File: config.mk
export PLATFORM = sky130hd
export DESIGN_NAME = gray_seq_guard
export DESIGN_NICKNAME = d
export VERILOG_FILES = /design/src/rtl/gray_guard_pkg.sv /design/src/rtl/gray_step.sv /design/src/rtl/gray_guard_cmp.sv /design/src/rtl/gray_seq_guard.sv
export SDC_FILE = /design/constraint.sdc
export NUM_CORES = 1
export LEC_CHECK = 0
export ABC_AREA = 1
export BUFFER_PORTS_ARGS = -buffer_cell sky130_fd_sc_hd__buf_4
export CAP_MARGIN = 10
export CORE_MARGIN = 3
export CORE_UTILIZATION = 30
export DETAILED_ROUTE_END_ITERATION = 7
export GPL_ROUTABILITY_DRIVEN = 0
export SETUP_SLACK_MARGIN = 0.15
export SYNTH_ARGS = -nofsm -noshare
export SYNTH_HDL_FRONTEND = slang
export SYNTH_HIERARCHICAL = 1
export SYNTH_SLANG_ARGS = --single-unit
File: constraint.sdc
create_clock -name clk -period 2 [get_ports clk]
set_input_delay 0.5 -clock clk [delete_from_list [all_inputs] [get_ports clk]]
set_output_delay 0.5 -clock clk [all_outputs]
set_load 0.01 [all_outputs]
File: src/rtl/gray_guard_pkg.sv
package gray_guard_pkg;

  localparam int GG_MAXW = 16;
  typedef logic [GG_MAXW-1:0] gg_word_t;

  function automatic gg_word_t bin2gray(gg_word_t b);
    return b ^ (b >> 1);
  endfunction

  function automatic gg_word_t gray2bin(gg_word_t g);
    gg_word_t b;
    b = g;
    for (int i = GG_MAXW - 2; i >= 0; i--) b[i] = b[i+1] ^ g[i];
    return b;
  endfunction

  // used codes: first n/2 and last n/2 positions of the full reflected cycle
  function automatic logic code_is_used(gg_word_t g, int w, int n);
    int j;
    j = int'(gray2bin(g));
    return (j < n / 2) || (j >= (1 << w) - n / 2);
  endfunction

  function automatic gg_word_t next_code(gg_word_t g, int w, int n);
    int j;
    j = int'(gray2bin(g));
    if (j == n / 2 - 1) j = (1 << w) - n / 2;
    else if (j == (1 << w) - 1) j = 0;
    else j = j + 1;
    return bin2gray(gg_word_t'(j));
  endfunction

endpackage

File: src/rtl/gray_step.sv
module gray_step
  import gray_guard_pkg::*;
#(
  parameter int STATE_W    = 3,
  parameter int NUM_STATES = 6
) (
  input  logic [STATE_W-1:0] cur_i,
  output logic [STATE_W-1:0] nxt_o,
  output logic               used_o
);

  always_comb begin
    used_o = code_is_used(gg_word_t'(cur_i), STATE_W, NUM_STATES);
    nxt_o  = STATE_W'(next_code(gg_word_t'(cur_i), STATE_W, NUM_STATES));
  end

endmodule

File: src/rtl/gray_guard_cmp.sv
module gray_guard_cmp #(
  parameter int STATE_W = 3
) (
  input  logic               clk,
  input  logic               rst_n,
  input  logic [STATE_W-1:0] cur_i,
  output logic [STATE_W-1:0] last_o,
  output logic               multi_o
);

  logic [STATE_W-1:0] diff;

  always_ff @(posedge clk or negedge rst_n) begin
    if (!rst_n) last_o <= '0;
    else        last_o <= cur_i;
  end

  always_comb begin
    diff    = cur_i ^ last_o;
    multi_o = ($countones(diff) > 1);
  end

endmodule

File: src/rtl/gray_seq_guard.sv
module gray_seq_guard #(
  parameter int STATE_W    = 3,
  parameter int NUM_STATES = 6
) (
  input  logic               clk,
  input  logic               rst_n,
  input  logic               adv_i,
  input  logic               err_clr_i,
  input  logic               inj_en_i,
  input  logic [STATE_W-1:0] inj_code_i,
  output logic [STATE_W-1:0] state_o,
  output logic               home_o,
  output logic               err_o
);

  logic [STATE_W-1:0] state_q;
  logic [STATE_W-1:0] step_code;
  logic [STATE_W-1:0] last_code;
  logic               code_ok;
  logic               multi_flip;
  logic               fault;
  logic               err_q;

  gray_step #(.STATE_W(STATE_W), .NUM_STATES(NUM_STATES)) u_step (
    .cur_i (state_q),
    .nxt_o (step_code),
    .used_o(code_ok)
  );

  gray_guard_cmp #(.STATE_W(STATE_W)) u_cmp (
    .clk    (clk),
    .rst_n  (rst_n),
    .cur_i  (state_q),
    .last_o (last_code),
    .multi_o(multi_flip)
  );

  assign fault = multi_flip || !code_ok;

  always_ff @(posedge clk or negedge rst_n) begin
    if (!rst_n)        state_q <= '0;
    else if (inj_en_i) state_q <= inj_code_i;
    else if (fault)    state_q <= '0;
    else if (adv_i)    state_q <= step_code;
  end

  always_ff @(posedge clk or negedge rst_n) begin
    if (!rst_n)         err_q <= 1'b0;
    else if (fault)     err_q <= 1'b1;
    else if (err_clr_i) err_q <= 1'b0;
  end

  assign state_o = state_q;
  assign home_o  = (state_q == '0);
  assign err_o   = err_q;


  multi_sets_err_chk: assert property (@(posedge clk) disable iff (!rst_n)
    multi_flip |=> err_q);


  multi_home_chk: assert property (@(posedge clk) disable iff (!rst_n)
    (multi_flip && !inj_en_i) |=> (state_q == '0));


  unused_home_chk: assert property (@(posedge clk) disable iff (!rst_n)
    (!code_ok && !inj_en_i) |=> (state_q == '0) && err_q);


  one_bit_step_chk: assert property (@(posedge clk) disable iff (!rst_n)
    (adv_i && !inj_en_i && !fault) |=> ($countones(state_q ^ $past(state_q)) == 1));


  hold_chk: assert property (@(posedge clk) disable iff (!rst_n)
    (!adv_i && !inj_en_i && !fault) |=> $stable(state_q));


  sticky_chk: assert property (@(posedge clk) disable iff (!rst_n)
    (err_q && !err_clr_i) |=> err_q);

endmodule

==> impl_metrics.tcl, run 1 <==
set metrics [dict create \
    final-setup-viol-count 0 \
    dominantRegCellSynth "sky130_fd_sc_hd__dfrtp_1" \
    power.density_cell_area_nw_per_um2 1940 \
    yosysMostFrequentCell "sky130_fd_sc_hd__nand2_1" \
    tightestPinTransition_ps 249 \
    vias 549 \
    post-synth-top-area-fraction_pct 30.9 \
    irDropWorstVdd_v 0.000726 \
    io-pin-count 13 \
    postSynthAreaPerCell_sq_um 7.00 \
    core_area_sq_um 1760 \
    timing.critical_path.buf_inv 3 \
    postSynthCellCount 81 \
    synth.yosys.warnings 6 \
    detail_route.drc_violations 0 \
    crit_slowest_cell "sky130_fd_sc_hd__dfrtp_2" \
    grt_start_max_net_pins 12 \
    area_share_of_xor_xnor_cells_in_the_synthesized_design_pct 3.09 \
    post-route-worst-setup-slack_ps 227 \
    layout-area-overhead-vs-synth_pct 40.0 \
    synth_seq_area_share_pct 30.9 \
    highest_cell_delay_on_the_worst_timing_path_ps 420 \
    cp_data_required_time_ps 2130 \
    detail_route.iter0.violations 9 \
    power.total_mw 1.54 \
    worst_ep_arrival_time_ps 1900 \
    grt_setup_unrepaired "true" \
    synth_area_leaders "sky130_fd_sc_hd__dfrtp_1 31%, sky130_fd_sc_hd__nand2_1 19%, sky130_fd_sc_hd__ha_1 15%, sky130_fd_sc_hd__inv_1 9.3%, sky130_fd_sc_hd__nand4_1 4.4%" \
    standard_cell_row_count 15 \
    cts_buffer_depth 2 \
    synthSimpleGateAreaFrac_pct 36.4 \
    cts_buffers 3 \
    drt-total-wl_um 1130 \
    drt-wirelength-per-cell_um 8.82 \
    slew_viol_final 0 \
    crit_type "flop to flop" \
    clock_tree.root_cell "sky130_fd_sc_hd__clkbuf_4" \
    critical_path.top_delay_family "simple AND/OR/NAND/NOR gates" \
    clock.fmax_mhz 564 \
    cts_h_tree_depth 1 \
    drtPass1Iterations 4 \
    final-hold-violation-count 0 \
    chipHeight_um 49.5 \
    drt.antenna.violating_nets 0 \
    synth_edf_count 0 \
    run_status "complete, no violations" \
    synth_top_family_by_area "simple AND/OR/NAND/NOR gates" \
    synthesis.area_sq_um 567 \
    routed_via_density 4.29 \
    tritoncts_clock_tree "yes" \
    synth-adder-area-share_pct 15.5 \
    design.die.area_sq_um 2450 \
    final_min_period_over_clock_period_pct 88.7 \
    synth.largest_area_cell "sky130_fd_sc_hd__dfrtp_1" \
    grt_util_all_layers_pct 9.85 \
    critical_path_peak_fanout 7 \
    floorplan.die.width_um 49.5 \
    worst_clock_skew_ps 3.13 \
    detailed_place_hpwl_um 872 \
    maxCapViolations 0 \
    number_of_global_route_vias_before_repair 478 \
    ys_ff_latch 7 \
    nets 119 \
    final_util_pct 45.0 \
    antenna_found_initial 0 \
    worst_setup_hold_path_clk_slew_ps 50 \
    worstSetupStartpointType "flop" \
    cpMostUsedCell "sky130_fd_sc_hd__nand2_1" \
    grt_overflow 0 \
    post_route_cells_drive_above_1_share_pct 33.0 \
    layout_min_cycle_time_ps 1770 \
    critPathCaptureType "flop" \
    total_neg_setup_slack_ps 0 \
    yosys-mux-area-fraction_pct 0 \
    dp_slack_ps 120 \
    fin_hold_ws_ps 57.6 \
    max_slew_margin_pct 83.4 \
    start_util_pct 32.1 \
    yosys.cell_types.count 15 \
    async_set_or_reset_register_ratio_after_synthesis_pct 100 \
    holdCritPathClass "primary input to asynchronous set/reset pin" \
    global_route_wire_length_before_repair_um 1980 \
    clk-insertion-delay-late_ps 240 \
    antenna_cells_inserted 0 \
    leakage_nw 0.445 \
    io_buffers 12 \
    synth.net_count 96 \
    synth-compound-area-share_pct 3.53 \
    sink_count 7 \
    synth.cells.most_frequent "28 x sky130_fd_sc_hd__nand2_1, 14 x sky130_fd_sc_hd__inv_1, 7 x sky130_fd_sc_hd__dfrtp_1, 7 x sky130_fd_sc_hd__ha_1, 5 x sky130_fd_sc_hd__nor2_1" \
    ordered_cell_list_for_the_critical_path "ha_4, inv_4, ha_4, inv_2, nand2_1, nand2_1, nand2_1, inv_2, nor2_4, nand3_2, nand2_1, nand2_1" \
]
==> final cells by class <==
class | count | area, sq um
fill | 192 | 971
multi-input combinational | 58 | 357
sequential | 7 | 178
timing repair buffer | 18 | 139
inverter | 16 | 62.6
tap | 25 | 31.3
clock buffer | 4 | 26.3
==> per-stage QoR <==
step / instance area, sq um / cells
6_report: 793 / 128
5_1_grt: 793 / 128
4_1_cts: 779 / 127
3_5_place_dp: 713 / 121
3_3_place_gp: 713 / 121
2_1_floorplan: 569 / 81
==> report_power, final <==
| group | total, mW | internal, mW | switching [mW] |
|---|---|---|---|
| combinational | 1.16 | 0.537 | 0.622 |
| sequential | 0.262 | 0.211 | 0.0508 |
| clock | 0.122 | 0.0758 | 0.0464 |
==> placed cells by master (no fill, tap or decap) <==
cell / instances
sky130_fd_sc_hd__clkbuf_1: 1
sky130_fd_sc_hd__o21ai_0: 3
sky130_fd_sc_hd__nor3_1: 1
sky130_fd_sc_hd__nor2_4: 1
sky130_fd_sc_hd__nand4_1: 4
sky130_fd_sc_hd__nand2_4: 1
sky130_fd_sc_hd__ha_1: 5
sky130_fd_sc_hd__nand2_1: 28
sky130_fd_sc_hd__clkbuf_4: 3
sky130_fd_sc_hd__dfrtp_2: 2
sky130_fd_sc_hd__nor2_1: 5
sky130_fd_sc_hd__xor2_1: 2
sky130_fd_sc_hd__inv_2: 5
sky130_fd_sc_hd__inv_4: 1
sky130_fd_sc_hd__inv_1: 10
sky130_fd_sc_hd__buf_6: 1
sky130_fd_sc_hd__buf_4: 17
sky130_fd_sc_hd__dfrtp_1: 5
sky130_fd_sc_hd__ha_4: 2
sky130_fd_sc_hd__a21oi_1: 1
sky130_fd_sc_hd__nand3_1: 4
sky130_fd_sc_hd__nand3_2: 1
==> flip-flops by register name, summed over array words and instances (netlist names) <==
name          count
state_o           3
err_o             1
u_cmp/last_o      3
==> kinds of logic (layout without fill, tap and decap cells) <==
family / after synthesis / in the layout
compound gates: 4 / 4
simple gates: 45 / 45
xor+xnor: 2 / 2
flops: 7 / 7
buf+inv: 16 / 38
fa+ha+maj: 7 / 7
==> worst paths after layout <==
path / from / endpoint / slack, ps / cells after the start
setup / recovery: state_o[2] / state_o[0] / 230 / 12
min in group clk: err_clr_i / err_o / 450 / 2
max in group asynchronous: rst_n / state_o[2] / 1810 / 1
setup reg to reg: state_o[2] / state_o[0] / 230 / 12
hold / removal: rst_n / u_cmp/last_o[1] / 60 / 1
hold reg to reg: err_o / err_o / 530 / 2
==> worst reg2reg max path, cell delays in order, from the launching register on <==
cell                      delay [ps]
sky130_fd_sc_hd__dfrtp_2         420
sky130_fd_sc_hd__ha_4            290
sky130_fd_sc_hd__inv_4            40
sky130_fd_sc_hd__ha_4            260
sky130_fd_sc_hd__inv_2            40
sky130_fd_sc_hd__nand2_1          40
sky130_fd_sc_hd__nand2_1          40
sky130_fd_sc_hd__nand2_1          70
sky130_fd_sc_hd__inv_2            40
sky130_fd_sc_hd__nor2_4          180
sky130_fd_sc_hd__nand3_2         110
sky130_fd_sc_hd__nand2_1          80
sky130_fd_sc_hd__nand2_1          50
==> layer usage <==
layer | wire length [um] | share of wire (%) | GRT usage (%) | vias up
li1 | - | - | - | 300
met1 | 534 | 47 | 13.8 | 241
met2 | 562 | 50 | 16.1 | 8
met3 | 32 | 2.8 | 0 | 0
met4 | 0 | 0 | 4.15 | 0
met5 | 0 | 0 | 0 | -
==> repair_timing <==
| action | in CTS | in global routing |
|---|---|---|
| hold buffers | 0 | 0 |
| resized for setup | 2 | 6 |
| pin swaps | 2 | 6 |
| endpoints found under the hold margin | 0 | 0 |
| setup endpoints to repair | 3 | 4 |
| buffers inserted | 2 | 1 |
Power figures use the tool's default switching activity.
==> run 2: changes to the inputs <==
- ABC_AREA: 1 -> default
==> run 2 against run 1 <==
  * Worst hold slack worse by 13 ps
  * Total power up 1.7%
  * Non-clock buffer count unchanged
  * Clock power up 7%
  * Cell count down 29%
  * Global-route usage up 2.1 points
  * Combinational power about the same
  * Synthesized area down 7.9%
  * Synthesized cell count down 35%
  * Fmax down 6.8%
  * Core utilization up 2.6 points
  * Largest power group unchanged
  * Highest routed layer is now met4
==> impl_metrics.tcl, run 2 <==
set metrics [dict create \
    run_status "complete, no violations" \
    cp_data_required_time_ps 2140 \
    fin_cells 91 \
    start_util_pct 33.1 \
    holdCritPathClass "primary input to asynchronous set/reset pin" \
    worst_setup_hold_path_clk_slew_ps 50 \
    synth_edf_count 0 \
    fill_cells 159 \
    power.total_mw 1.57 \
    clock_power_share_pct 8.3 \
    maxCapViolations 0 \
    final_min_period_over_clock_period_pct 95.1 \
    detailed_place.area_sq_um 682 \
    dominantRegCellSynth "sky130_fd_sc_hd__dfrtp_1" \
    synth_area_leaders "sky130_fd_sc_hd__dfrtp_1 34%, sky130_fd_sc_hd__ha_1 17%, sky130_fd_sc_hd__a2bb2oi_1 6.7%, sky130_fd_sc_hd__xor2_1 6.7%, sky130_fd_sc_hd__inv_1 3.6%" \
    cts_buffers 3 \
    final_common_cell "sky130_fd_sc_hd__buf_4" \
    global_route_wire_length_before_repair_um 1860 \
    chipHeight_um 47.7 \
    standard_cell_row_count 14 \
    share_comb_of_total_power_pct 74.5 \
    synth.yosys.warnings 6 \
    clock_tree.root_cell "sky130_fd_sc_hd__clkbuf_4" \
    grt_overflow 0 \
    clk-insertion-delay-late_ps 250 \
    power.density_cell_area_nw_per_um2 2090 \
    cts_buffer_depth 2 \
    multiInputGateArea_sq_um 369 \
    intPower_mw 0.932 \
    leakage_nw 0.368 \
    design.die.area_sq_um 2280 \
    placed_cells_incl_taps 84 \
    core_area_sq_um 1580 \
    layout-area-overhead-vs-synth_pct 43.6 \
    clock.fmax_mhz 526 \
    vias 453 \
    sink_count 7 \
    layout_min_cycle_time_ps 1900 \
    grt_util_all_layers_pct 11.9 \
    detail_route.iter0.violations 4 \
    routed_via_density 4.98 \
    register_area_sq_um 178 \
    yosys.cell_types.count 23 \
    drt.antenna.violating_nets 0 \
    slew_viol_final 0 \
    switching_power_mw 0.636 \
    antenna_found_initial 0 \
    number_of_global_route_vias_before_repair 442 \
    synth.net_count 68 \
    floorplan.die.width_um 47.7 \
    grt_start_max_net_pins 14 \
    share_seq_of_total_power_pct 17.2 \
    synth.cells.most_frequent "7 x sky130_fd_sc_hd__dfrtp_1, 7 x sky130_fd_sc_hd__ha_1, 5 x sky130_fd_sc_hd__inv_1" \
    tightestPinTransition_ps 269 \
    synthesis.area_sq_um 522 \
    worst_clock_skew_ps 4.16 \
    post_route_cells_drive_above_1_share_pct 48.0 \
    detail_route.drc_violations 0 \
    layout_common_cells "18 x sky130_fd_sc_hd__buf_4, 5 x sky130_fd_sc_hd__dfrtp_1, 4 x sky130_fd_sc_hd__xor2_1, 4 x sky130_fd_sc_hd__ha_1" \
    io_buffers 12 \
    final_area_sq_um 749 \
    post-route-worst-setup-slack_ps 97.3 \
    crit_type "flop to flop" \
    synth.largest_area_cell "sky130_fd_sc_hd__dfrtp_1" \
    final-setup-viol-count 0 \
    dp_slack_ps 49.7 \
    ys_ff_latch 7 \
    cts_h_tree_depth 1 \
    worstRegToRegCells 9 \
    postSynthCellCount 53 \
    critical_path_peak_fanout 4 \
    drt-total-wl_um 1140 \
    nets 91 \
    max_slew_margin_pct 82.1 \
    post-synth-top-area-fraction_pct 33.6 \
    worstSetupStartpointType "flop" \
    drt-wirelength-per-cell_um 12.5 \
    final-hold-violation-count 0 \
    postSynthAreaPerCell_sq_um 9.84 \
    detailed_place_hpwl_um 873 \
    cts.hold.buffers_added 0 \
    antenna_cells_inserted 0 \
    worst_ep_arrival_time_ps 2040 \
    grt_setup_unrepaired "true" \
    power.switching_fraction_pct 40.5 \
    async_set_or_reset_register_ratio_after_synthesis_pct 100 \
    tritoncts_clock_tree "yes" \
    synth_seq_area_share_pct 33.6 \
    drtPass1Iterations 4 \
    critPathCaptureType "flop" \
    io-pin-count 13 \
    irDropWorstVdd_v 0.000870 \
]
==> run 2: changes by cell type in the layout (fill, tap and decap cells not counted), sizes merged, moves of 2 or more <==
cell | previous run | this run
a21oi | 1 | 3
xor2 | 2 | 4
a2bb2oi | 0 | 4
inv | 16 | 5
nor2 | 6 | 2
nand2 | 29 | 4
nand3 | 5 | 0
nand4 | 4 | 0
==> run 2: cell type report <==
cell class	count	area share, %
Timing Repair Buffer	18	18.0
Sequential cell	7	23.7
Multi-Input combinational cell	41	49.2
Inverter	5	2.84
Tap cell	16	2.67
Clock buffer	4	3.51
==> run 2: per-stage QoR <==
stage	utilization, %	hold WS (ps)	TNS [ps]
after floorplan	-	204	0
after global placement	43.3	316	0
after detailed placement	43.3	317	0
after CTS	46.6	43.8	0
after global routing	47.5	33.8	-7.29
final	47.5	44.6	0
==> run 2: final timing paths <==
kind	start	end	slack [ps]
worst max-delay path	state_o[2]	state_o[0]	100
worst min register to register	err_o	err_o	500
max in group asynchronous	rst_n	state_o[1]	1820
worst min-delay path	rst_n	u_cmp/last_o[1]	40
worst max register to register	state_o[2]	state_o[0]	100
min in group clk	inj_code_i[1]	state_o[1]	490
==> run 2: power by group through the flow <==
stage               combinational [mW]  clock [mW]  sequential [mW]
floorplan                        0.676           0            0.325
global placement                  1.01           0            0.273
detailed placement                1.03           0            0.273
CTS                               1.14       0.135            0.273
global route                      1.31       0.150            0.280
finish                            1.17       0.130            0.270
==> run 2: metal layers <==
metal  vias to the layer above  wire [um]  global-route usage, %
li1                        229          -                      -
met4                         0         11                   3.23
met2                        11        512                   19.5
met1                       209        546                   14.5
met5                         -          0                      0
met3                         4         70                   4.51
==> run 2: cell families (layout without fill, tap and decap cells) <==
logic type	count (synthesis)	in the layout	share of synthesized area, %
and+or+nand+nor	15	15	18.5
xor gates and xnor gates	4	4	6.71
AOI/OAI and AO/OA	14	14	18.7
DFF	7	7	33.6
muxes	1	1	2.16
adders and majority gates	7	7	16.8
buffers and inverters	5	27	3.60
==> run 2: worst max-delay path: stages (launching register included) <==
cell and delay, ps:
sky130_fd_sc_hd__dfrtp_2 420, sky130_fd_sc_hd__ha_4 290, sky130_fd_sc_hd__inv_4 40, sky130_fd_sc_hd__ha_4 270, sky130_fd_sc_hd__nor2_2 40, sky130_fd_sc_hd__a2bb2oi_2 120
sky130_fd_sc_hd__or2_4 130, sky130_fd_sc_hd__nor3b_4 230, sky130_fd_sc_hd__nand2_2 100, sky130_fd_sc_hd__a2bb2oi_1 130
==> run 2: timing repair <==
action	in CTS	in global routing
buffers inserted	1	2
setup endpoints to repair	3	3
gates cloned	0	0
pin swaps	1	4
gates resized for setup	8	0
==> run 3: changes to the inputs <==
- PLACE_DENSITY_LB_ADDON: default -> 0.15
==> run 3 against run 2 <==
  * Via count fell by 0.66%
  * Clock power down 3%
  * Non-clock buffer count decreased by 1
  * First-iteration DRC count is 75% higher
  * Die area unchanged
  * Flip-flop and latch count stayed put
  * Sequential power rose by 2%
  * Count of clock-buffer cells in the layout did not move
  * Worst hold slack gained 7.0 ps
  * Global-route usage is 0.41 points lower
  * Critical endpoint unchanged
==> impl_metrics.tcl, run 3 (same netlist as run 2, synthesis figures left out) <==
set metrics [dict create \
    io-pin-count 13 \
    share_seq_of_total_power_pct 17.3 \
    clock.fmax_mhz 529 \
    clock_power_share_pct 8.0 \
    placed_cells_incl_taps 84 \
    standard_cell_row_count 14 \
    leakage_nw 0.364 \
    cts_h_tree_depth 1 \
    holdCritPathClass "primary input to asynchronous set/reset pin" \
    max_slew_margin_pct 79.5 \
    drt-wirelength-per-cell_um 12.0 \
    tightestPinTransition_ps 307 \
    cts_buffer_depth 2 \
    intPower_mw 0.950 \
    final-hold-violation-count 0 \
    irDropWorstVdd_v 0.00111 \
    cp_data_required_time_ps 2130 \
    grt_start_max_net_pins 14 \
    grt_setup_unrepaired "true" \
    worst_ep_arrival_time_ps 2020 \
    number_of_global_route_vias_before_repair 409 \
    tritoncts_clock_tree "yes" \
    clock_tree.root_cell "sky130_fd_sc_hd__clkbuf_4" \
    antenna_cells_inserted 0 \
    vias 450 \
    final_common_cell "sky130_fd_sc_hd__buf_4" \
    global_route_wire_length_before_repair_um 1760 \
    run_status "complete, no violations" \
    chipHeight_um 47.7 \
    layout-area-overhead-vs-synth_pct 46.3 \
    core_area_sq_um 1580 \
    layout_common_cells "17 x sky130_fd_sc_hd__buf_4, 5 x sky130_fd_sc_hd__dfrtp_1, 4 x sky130_fd_sc_hd__xor2_1, 4 x sky130_fd_sc_hd__ha_1" \
    worst_setup_hold_path_clk_slew_ps 50 \
    floorplan.die.width_um 47.7 \
    fin_cells 90 \
    drtPass1Iterations 4 \
    routed_via_density 5.00 \
    design.die.area_sq_um 2280 \
    detailed_place_hpwl_um 838 \
    layout_min_cycle_time_ps 1890 \
    power.density_cell_area_nw_per_um2 2080 \
    drt.antenna.violating_nets 0 \
    cts.hold.buffers_added 0 \
    sink_count 7 \
    critPathCaptureType "flop" \
    maxCapViolations 0 \
    power.switching_fraction_pct 40.2 \
    cts_buffers 3 \
    nets 90 \
    worstSetupStartpointType "flop" \
    drt-total-wl_um 1080 \
    final_util_pct 48.4 \
    worst_clock_skew_ps 4.38 \
    crit_type "flop to flop" \
    detail_route.drc_violations 0 \
    antenna_found_initial 0 \
    total_neg_setup_slack_ps 0 \
    io_buffers 12 \
    final_min_period_over_clock_period_pct 94.6 \
    critical_path_peak_fanout 4 \
    clk-insertion-delay-late_ps 250 \
    detail_route.iter0.violations 7 \
    slew_viol_final 0 \
    start_util_pct 33.1 \
    post_route_cells_drive_above_1_share_pct 52.7 \
    grt_overflow 0 \
    share_comb_of_total_power_pct 74.7 \
    switching_power_mw 0.639 \
    final-setup-viol-count 0 \
    grt_util_all_layers_pct 11.5 \
]
## run 3: cell types whose count changed in the layout (fill, tap and decap cells not counted)
cell                        delta
sky130_fd_sc_hd__a2bb2oi_1     -2
sky130_fd_sc_hd__a21oi_1       -1
sky130_fd_sc_hd__a21oi_2       +1
sky130_fd_sc_hd__or3_4         +1
sky130_fd_sc_hd__a2bb2oi_2     +2
sky130_fd_sc_hd__or3_1         -1
sky130_fd_sc_hd__buf_4         -1
## run 3: repair_timing
action / 4_1_cts / 5_1_grt
gates cloned: 0 / 0
gates resized for setup: 2 / 10
buffers inserted: 0 / 2
pin swaps: 0 / 1
endpoints found under the setup margin: 3 / 3
## run 3: worst paths after layout
check / slack [ps] / start / end / cells after the start
min in group clk: 500 / inj_code_i[2] / state_o[2] / 3
hold reg to reg: 500 / err_o / err_o / 2
setup reg to reg: 110 / state_o[2] / state_o[0] / 9
hold / removal: 50 / rst_n / state_o[2] / 1
max in group asynchronous: 1820 / rst_n / state_o[1] / 1
setup / recovery: 110 / state_o[2] / state_o[0] / 9
## run 3: layout make-up
class	count	area, sq um
well taps	16	20.0
repair buffers	17	128
inverters	5	21.3
fillers	146	813
flip-flops and latches	7	178
clock buffers	4	26.3
multi-input cells	41	390
## run 3: critical path: stages, from the launching register on
cell and delay [ps]:
sky130_fd_sc_hd__dfrtp_2 430, sky130_fd_sc_hd__ha_4 290, sky130_fd_sc_hd__inv_4 40, sky130_fd_sc_hd__ha_4 270, sky130_fd_sc_hd__nor2_2 40, sky130_fd_sc_hd__a2bb2oi_2 110
sky130_fd_sc_hd__or2_4 130, sky130_fd_sc_hd__nor3b_4 220, sky130_fd_sc_hd__nand2_2 110, sky130_fd_sc_hd__a2bb2oi_2 140
## run 3: power by group through the flow
stage / Sequential, mW / Clock (mW) / Combinational (mW)
after floorplan: 0.325 / 0 / 0.676
after global placement: 0.274 / 0 / 1.01
after detailed placement: 0.277 / 0 / 1.00
after CTS: 0.276 / 0.131 / 1.02
after global routing: 0.286 / 0.137 / 1.34
final: 0.276 / 0.126 / 1.19
## run 3: metal layers
layer / part of all wire (%) / up-vias / global-route usage (%)
li1: - / 226 / -
met1: 48 / 214 / 14.0
met2: 50 / 10 / 17.9
met3: 2.7 / 0 / 3.38
met4: 0 / 0 / 6.45
met5: 0 / - / 0
## run 3: per-stage QoR
step | hold WS (ps) | cell area [sq um] | power (mW) | worst slack (ps)
after global placement | 320 | 682 | 1.28 | 57.8
after floorplan | 204 | 549 | 1.00 | 100
final | 51.5 | 763 | 1.59 | 109
after detailed placement | 319 | 682 | 1.28 | 84.9
after CTS | 46.7 | 711 | 1.43 | 94.7
after global routing | 45.1 | 763 | 1.77 | 5.74
